==> src/rtl/simt_mask_ctrl.sv <==
module simt_mask_ctrl #(
  parameter int WARP  = 32,
  parameter int PC_W  = 16,
  parameter int DEPTH = 8
) (
  input  logic            clk,
  input  logic            rst_n,
  input  logic            step,
  input  logic [1:0]      op,
  input  logic [WARP-1:0] pred,
  input  logic [PC_W-1:0] target,
  input  logic [PC_W-1:0] join_pc,
  output logic [PC_W-1:0] pc,
  output logic [WARP-1:0] active_mask,
  output logic [$clog2(DEPTH+1)-1:0] depth,
  output logic            overflow
);
  localparam int DW = $clog2(DEPTH+1);
  localparam int AW = $clog2(DEPTH);

  typedef struct packed {
    logic [PC_W-1:0] rpc;
    logic [PC_W-1:0] ppc;
    logic [WARP-1:0] pmask;
    logic            els;
  } ent_t;

  ent_t stk [DEPTH];
  ent_t top;
  logic [PC_W-1:0] npc;
  logic [WARP-1:0] nmask;

  wire [PC_W-1:0] pc1   = pc + 1'b1;
  wire [WARP-1:0] tk    = pred & active_mask;
  wire [WARP-1:0] nt    = ~pred & active_mask;
  wire            is_br = op == 2'd1;
  wire            is_lp = op == 2'd2;
  wire            split = (tk != '0) && (nt != '0);
  wire            empty = depth == '0;
  wire            full  = depth == DW'(DEPTH);
  wire [AW-1:0]   ti    = AW'(depth - 1'b1);
  wire [AW-1:0]   wi    = AW'(depth);

  assign top = empty ? '0 : stk[ti];

  wire merge  = is_lp && split && !empty && !top.els && top.rpc == pc1 && top.ppc == pc1;
  wire push   = (is_br || is_lp) && split && !merge;
  wire rejoin = !push && !merge && !empty && npc == top.rpc;

  always_comb begin
    npc   = pc1;
    nmask = active_mask;
    if (is_br) begin
      if (tk != '0) npc = target;
      if (split)    nmask = tk;
    end else if (is_lp && tk != '0) begin
      npc   = target;
      nmask = tk;
    end
  end

  always_ff @(posedge clk or negedge rst_n) begin
    if (!rst_n) begin
      pc          <= '0;
      active_mask <= '1;
      depth       <= '0;
      overflow    <= 1'b0;
    end else if (step) begin
      if (merge) begin
        stk[ti].pmask <= top.pmask | nt;
        pc            <= npc;
        active_mask   <= nmask;
      end else if (push) begin
        if (full) overflow <= 1'b1;
        else begin
          stk[wi] <= '{rpc: is_br ? join_pc : pc1, ppc: pc1, pmask: nt, els: 1'b0};
          depth   <= depth + 1'b1;
        end
        pc          <= npc;
        active_mask <= nmask;
      end else if (rejoin) begin
        if (!top.els && top.ppc != top.rpc) begin
          pc            <= top.ppc;
          active_mask   <= top.pmask;
          stk[ti].pmask <= top.pmask | nmask;
          stk[ti].els   <= 1'b1;
        end else begin
          pc          <= top.rpc;
          active_mask <= top.els ? top.pmask : (top.pmask | nmask);
          depth       <= depth - 1'b1;
        end
      end else begin
        pc          <= npc;
        active_mask <= nmask;
      end
    end
  end
endmodule


==> config.mk <==
export PLATFORM = sky130hd
export DESIGN_NAME = simt_mask_ctrl
export DESIGN_NICKNAME = d
export VERILOG_FILES = /design/src/rtl/simt_mask_ctrl.sv
export SDC_FILE = /design/constraint.sdc
export NUM_CORES = 1
export LEC_CHECK = 0
export BUFFER_PORTS_ARGS = -buffer_cell sky130_fd_sc_hd__buf_2
export CAP_MARGIN = 10
export CELL_PAD_IN_SITES_DETAIL_PLACEMENT = 0
export CELL_PAD_IN_SITES_GLOBAL_PLACEMENT = 1
export CORE_ASPECT_RATIO = 1.1
export CORE_UTILIZATION = 40
export CTS_BUF_LIST = sky130_fd_sc_hd__clkbuf_8
export CTS_CLUSTER_DIAMETER = 100
export CTS_CLUSTER_SIZE = 14
export DETAILED_ROUTE_END_ITERATION = 10
export GPL_TIMING_DRIVEN = 0
export HOLD_SLACK_MARGIN = 0.15
export PLACE_DENSITY_LB_ADDON = 0.1
export SYNTH_ARGS = -nofsm -noshare
export SYNTH_HDL_FRONTEND = slang
export SYNTH_SLANG_ARGS = --single-unit
export TNS_END_PERCENT = 100
==> constraint.sdc <==
create_clock -name clk -period 6.5 [get_ports clk]
set_input_delay 0 -clock clk [delete_from_list [all_inputs] [get_ports clk]]
set_output_delay 0 -clock clk [all_outputs]
set_load 0.05 [all_outputs]
## Word-level counts from Yosys, hierarchy flattened

Memories as Yosys holds them, arrays and structs flattened.
Cells that the tools add are included.

| storage, ports and cells | value |
|---|---|
| memories kept | 1 |
| bits in registers | 53 |
| output and inout bits | 53 |
| bits in latches | 0 |
| word-level logic and storage cells | 91 |
| bits in writable memories | 520 |
| ROM bits | 0 |
| input port bits | 69 |

Memories:

| memory | depth | bits a word | read ports | clocked after Yosys merged registers in | wr ports | RTL line | RTL |
|---|---|---|---|---|---|---|---|
| stk | 8 | 65 | 1 | 0 | 1 | 28 | `ent_t stk [DEPTH];` |

| operators by class | value |
|---|---|
| multiplexer cells | 39 |
| add/subtract/negate cells | 3 |
| order comparisons | 0 |
| bitwise gates (word level) | 7 |
| shift operators | 0 |
| multipliers | 0 |
| equality and inequality tests | 9 |
| divide/modulo/power cells | 0 |
| reduce and logical (&&, ||, !) cells | 28 |

Operator list:

| kind | number |
|---|---|
| $mux 32 | 9 |
| $mux 65 | 2 |
| $mux 16 | 8 |
| $reduce_or 65->1 | 1 |
| $and 32x32->32 | 2 |
| $or 32x32->32 | 2 |
| $reduce_bool 32->1 | 2 |
| $eq 16x16->1 | 3 |
| $not 32->32 | 1 |
| $add 16x1->16 const B | 1 |
| $logic_and 1x1->1 | 16 |
| $mux 4 | 4 |
| $ne 16x16->1 | 1 |
| $mux 1 | 14 |
| $mux 3 | 2 |
| $reduce_and 5->1 | 1 |
| $add 4x1->4 const B | 1 |
| $eq 4x4->1 const B | 1 |
| $logic_not 1->1 | 4 |
| $logic_not 4->1 | 1 |
| $ne 2x2->1 const B | 2 |
| $reduce_and 4->1 | 1 |
| $sub 4x1->4 const B | 1 |
| $eq 2x1->1 const B | 1 |
| other kinds (5) | 5 |

## Logic depth before layout (Yosys ltp)

| logic depth | value |
|---|---|
| depth in word-level cells | 23 |
| depth in mapped cells | 22 |
| gate-level depth less buffers | 14 |

## Least setup slack after synthesis

No wires, ideal clock.

| timing | value |
|---|---|
| path kind | reg-to-reg |
| from | register depth[0] |
| to | memory stk[6][10] in the netlist's numbering (enable) |
| setup time | 377 ps |
| path buffers | 4 |
| arrival | 7109 ps |
| stages on the path, launching flop included | 19 |
| path slack | -986 ps |
| period minus slack after synthesis | 7486 ps |
| data required time | 6123 ps |
| cell sequence | dfrtp_1 -> buf_4 -> buf_6 -> inv_2 -> clkbuf_1 -> ha_1 -> inv_2 -> buf_4 -> mux4_2 -> mux2i_1 -> nor3_1 -> nor3b_1 -> a211oi_1 -> and4bb_2 -> a21boi_2 -> and2_4 -> inv_1 -> nor3_1 -> o21ba_2 |

| between the ends | value |
|---|---|
| longest elaborated chain between the ends | 21 |
| elaborated cells on any way between the ends | 43 |
| classes of those cells | add/sub (1); eq/ne (5); mux (17); bitwise (1); reduce/logical (18); memory (1) |

Ends and longest elaborated chain:

| what | RTL line | RTL |
|---|---|---|
| start, declared | 15 | `output logic [$clog2(DEPTH+1)-1:0] depth,` |
| start signal, assigned | 77 | `depth <= depth + 1'b1;` |
| start signal, assigned | 90 | `depth <= depth - 1'b1;` |
| parallel branches: the longest is 21 deep, another holds $mem_v2 8x65 | n/a |  |
| end, declared | 28 |  |

Several ways; the timed one is not identified.

## Worst setup path in the final report

| timing | value |
|---|---|
| from | register depth[0] |
| to | memory stk[2][19] in the netlist's numbering (data pin) |

| between the ends | value |
|---|---|
| longest elaborated chain between the ends | 21 |
| elaborated cells on any way between the ends | 40 |
| classes of those cells | add/sub (1); eq/ne (5); mux (14); bitwise (2); reduce/logical (17); memory (1) |

Ends and longest elaborated chain:

| what |
|---|
| parallel branches: the longest is 20 deep, another holds $mem_v2 8x65 |
| $mux 65 (no line) * |

Every way passes the cells marked *. The select of a mux whose other input is x is not followed.

==> flow_metrics.env <==
export IMPL_detail_route_wl_per_cell_um=29.48
export IMPL_highest_fanout_seen_on_the_critical_path=10
export IMPL_critical_path_arrival_ns=6.57
export IMPL_path_clk_slew_ns=0.10
export IMPL_initial_core_util_pct=40.69
export IMPL_finalCriticalPeriod_ns=6.278
export IMPL_tns_ns=0
export IMPL_final_min_period_over_clock_period_pct=96.59
export IMPL_fin_util_pct=47.66
export IMPL_area_delta_synth_final_pct=17.12
export IMPL_buffer_ports_inserted=121
export IMPL_worstSetupStartpoint="depth[0]$_DFFE_PN0P_"
export IMPL_syn_area_per_cell_um2=15.58
export IMPL_die_area_um2=64800
export IMPL_layout_fillers=5622
export IMPL_synth_lib_cells_used_distinct=74
export IMPL_vias=16137
export IMPL_timing_hold_worst_class="in2reg"
export IMPL_worst_pin_slew_ns=1.235
export IMPL_synth_cell_area_um2=25520
export IMPL_max_freq_mhz=159.3
export IMPL_cp_data_required_time_ns=6.80
export IMPL_cts_tree="done"
export IMPL_cp_slowest_stage_delay_ns=0.49
export IMPL_place_inst=2610
export IMPL_synth_yosys_seq_area_share_pct=66.55
export IMPL_hold_violations=0
export IMPL_dr_first_iter_drc_count=1336
export IMPL_global_route_wire_length_before_repair_um=118100
export IMPL_slew_headroom_pct=17.65
export IMPL_design_final_nets=1990
export IMPL_regToRegSetupSlack_ns=0.22
export IMPL_critical_path_cell_count=18
export IMPL_cpMaxStageDelayCell="sky130_fd_sc_hd__clkbuf_2"
export IMPL_clock_sinks=573
export IMPL_floorplan_die_width_um=242.8
export IMPL_worstSetupPathType="reg2reg"
export IMPL_final_gp_congestion=0.8874
export IMPL_clock_skew_ns=0.04593
export IMPL_timing_max_transition_violations_final=0
export IMPL_ys_seq_elements=573
export IMPL_synthCells=1638
export IMPL_path_common_cell="sky130_fd_sc_hd__clkbuf_2"
export IMPL_worst_setup_path_start_kind="register"
export IMPL_route_detailed_vias_per_inst=5.788
export IMPL_antenna_violating_nets_post_route=0
export IMPL_max_cap_violations=0
export IMPL_largest_vdd_supply_drop_v=0.0001672
export IMPL_layout_drive_gt1_share_pct=26.98
export IMPL_critical_path_endpoint="stk[2][19]$_DFFE_PP_"
export IMPL_rsz0062_at_grt="false"
export IMPL_critical_path_cell_chain="buf_6 > buf_6 > inv_2 > clkbuf_2 > ha_2 > buf_2 > nor3b_4 > clkbuf_2 > clkbuf_2 > nor3_1 > nor3b_1 > a211oi_2 > and4bb_2 > nand2_1 > nand3_2 > nor3_4 > clkbuf_4 > o221ai_1"
export IMPL_post_synth_edffs=520
export IMPL_synth_net_count=1712
export IMPL_regToRegEndpoint="stk[2][19]$_DFFE_PP_"
export IMPL_async_set_reset_flop_share_out_of_synthesis_pct=9.250
export IMPL_core_area_um2=62700
export IMPL_antenna_found_initial=2
export IMPL_hpwlAfterDp_um=57040
export IMPL_power_density_nw_per_um2=223.9
export IMPL_r2r_start="depth[0]$_DFFE_PN0P_"
export IMPL_route_final_wire_length_um=82180
export IMPL_setup_violations=0
export IMPL_critical_path_top_delay_family="buffers and inverters"
export IMPL_placementRows=96
export IMPL_standby_leakage_power_nw=8.674
export IMPL_finalNonFillerCells=2788
export IMPL_synth_warnings=0
export IMPL_num_io_pins=122
export IMPL_hold_path_startpoint="pred[17]"
export IMPL_initial_drt_pass_iterations=5
export IMPL_post_route_drc_count=0
export IMPL_chipHeight_um=266.9
export IMPL_status="finished, final reports clean"
export IMPL_worst_path_buf_inv=8
export IMPL_sort_of_element_at_the_end_of_the_critical_path="register"
export IMPL_cts_root_buffer_cell="sky130_fd_sc_hd__clkbuf_8"
export IMPL_worstSkewPairLatency_ns=0.68
export IMPL_synth_ff_type="sky130_fd_sc_hd__edfxtp_1"
export IMPL_reg2reg_depth=18
export IMPL_grt_use_total_pct=25.53
export IMPL_grt_start_max_net_pins=55
export IMPL_max_clock_buf_depth=3
export IMPL_ctsHtreeMaxLevel=2
export IMPL_clock_buffer_count_from_cts=46
export IMPL_first_global_vias=16636
export IMPL_globalRoute_totalOverflow=0
## worst min path at each step
stage	to	slack (ns)	cells after the start
4_1_cts	active_mask[17]$_DFFE_PN1P_	0.16	4
2_1_floorplan	depth[0]$_DFFE_PN0P_	-0.30	0
3_5_place_dp	pc[10]$_DFFE_PN0P_	0.03	2
6_report	active_mask[17]$_DFFE_PN1P_	0.21	4
5_1_grt	active_mask[11]$_DFFE_PN1P_	0.20	4
3_3_place_gp	active_mask[6]$_DFFE_PN1P_	0.34	3
## worst reg2reg max path: stages, from the launching register on
cell and delay [ns]:
sky130_fd_sc_hd__dfrtp_1 0.48, sky130_fd_sc_hd__buf_6 0.21, sky130_fd_sc_hd__buf_6 0.20, sky130_fd_sc_hd__inv_2 0.14
sky130_fd_sc_hd__clkbuf_2 0.39, sky130_fd_sc_hd__ha_2 0.24, sky130_fd_sc_hd__buf_2 0.27, sky130_fd_sc_hd__nor3b_4 0.47
sky130_fd_sc_hd__clkbuf_2 0.49, sky130_fd_sc_hd__clkbuf_2 0.38, sky130_fd_sc_hd__nor3_1 0.12, sky130_fd_sc_hd__nor3b_1 0.17
sky130_fd_sc_hd__a211oi_2 0.35, sky130_fd_sc_hd__and4bb_2 0.33, sky130_fd_sc_hd__nand2_1 0.17, sky130_fd_sc_hd__nand3_2 0.33
sky130_fd_sc_hd__nor3_4 0.44, sky130_fd_sc_hd__clkbuf_4 0.36, sky130_fd_sc_hd__o221ai_1 0.36
## Yosys cell counts (6+ instances only)
library cell,n,share of area (%)
sky130_fd_sc_hd__nor3_1,20,0.39
sky130_fd_sc_hd__nand4_1,21,0.51
sky130_fd_sc_hd__nor4_1,6,0.15
sky130_fd_sc_hd__inv_1,22,0.32
sky130_fd_sc_hd__nor2_1,94,1.4
sky130_fd_sc_hd__buf_6,7,0.31
sky130_fd_sc_hd__xor2_1,24,0.82
sky130_fd_sc_hd__nand3_1,24,0.47
sky130_fd_sc_hd__a31oi_1,10,0.25
sky130_fd_sc_hd__edfxtp_1,520,61
sky130_fd_sc_hd__a22oi_1,16,0.47
sky130_fd_sc_hd__buf_1,11,0.16
sky130_fd_sc_hd__dfrtp_1,21,2.1
sky130_fd_sc_hd__nor3_2,6,0.24
sky130_fd_sc_hd__mux4_2,116,10
sky130_fd_sc_hd__or3_1,7,0.17
sky130_fd_sc_hd__mux2i_1,53,2.1
sky130_fd_sc_hd__o21ai_0,40,0.78
sky130_fd_sc_hd__o22ai_1,9,0.22
sky130_fd_sc_hd__a211oi_1,6,0.18
sky130_fd_sc_hd__mux2_2,30,1.3
sky130_fd_sc_hd__nand2b_1,38,0.93
sky130_fd_sc_hd__xnor2_1,30,1.0
sky130_fd_sc_hd__o221ai_1,35,1.2
sky130_fd_sc_hd__a21oi_1,64,1.3
sky130_fd_sc_hd__buf_4,12,0.35
sky130_fd_sc_hd__dfstp_2,32,3.3
sky130_fd_sc_hd__nand2_1,161,2.4
sky130_fd_sc_hd__and3_1,11,0.27
sky130_fd_sc_hd__a22o_1,25,0.86
sky130_fd_sc_hd__buf_2,28,0.55
sky130_fd_sc_hd__o2bb2ai_1,20,0.69
sky130_fd_sc_hd__clkbuf_1,35,0.51
## metrics by stage
step	total power, mW	instance area (um^2)	setup slack (ns)	hold WS [ns]
global route	6.914	29880	0.009398	0.1988
CTS	6.756	29700	0.005015	0.1580
global placement	4.845	27170	-4.250	0.3376
floorplan	4.571	25530	0.05675	-0.2956
detailed placement	4.845	27690	-1.758	0.03264
finish	6.691	29880	0.2220	0.2083
## final cells by class
| class | count | area [um^2] | area share, % |
|---|---|---|---|
| diodes | 2 | 5.005 | 0.01675 |
| clock buffers | 47 | 646.9 | 2.165 |
| inverters | 24 | 90.09 | 0.3014 |
| multi-input cells | 949 | 8412 | 28.15 |
| flip-flops and latches | 573 | 16980 | 56.82 |
| well taps | 833 | 1042 | 3.488 |
| clock inverters | 38 | 153.9 | 0.5150 |
| plain buffers | 93 | 521.8 | 1.746 |
| repair buffers | 229 | 2032 | 6.799 |
## state kept, by name, summed over array words and instances (netlist names)
register,count
overflow,1
active_mask,32
stk,520
depth,4
pc,16
## what timing repair did
action,4_1_cts,5_1_grt
pin swaps,13,0
buffers inserted,18,4
setup endpoints to repair,1089,855
hold endpoints to repair,463,0
resized for setup,46,27
hold buffers,68,0
cloned,1,0
## where the power goes
part           total (mW)  switching, mW  internal (mW)  leakage (nW)
logic               0.753          0.501          0.252          4.28
clock network        1.88           1.20          0.681         0.536
registers            4.05         0.0648           3.99          3.86
total                6.69           1.77           4.92          8.67
## per-layer routing
layer	track usage (%)	part of all wire (%)
met5	0	0.021
met4	9.366	3.6
met3	4.183	5.4
met1	33.22	42
met2	43.10	49
## placed cells by master (no fill, tap or decap), drive strengths merged, types with 38 or more instances in the layout
cell / netlist / final
a21oi: 65 / 65
buf: 58 / 211
clkbuf: 35 / 90
dlygate4sd3: 0 / 68
edfxtp: 520 / 520
inv: 24 / 61
mux2i: 54 / 54
mux4: 116 / 116
nand2: 161 / 161
nand2b: 38 / 38
nor2: 94 / 94
o21ai: 43 / 43
## cells by family (layout without fill, tap and decap cells)
kind of cell    after synthesis  count (layout)  synth area share [%]
xor+xnor                     55              55                 1.917
fa+ha+maj                     5               5                0.2452
other cells                   0               2                     0
mux                         203             203                 13.86
compound gates              266             267                 7.262
flops                       573             573                 66.55
simple gates                419             419                 7.919
buf+inv                     117             431                 2.241
No activity file was read; power rests on OpenSTA's default activity.
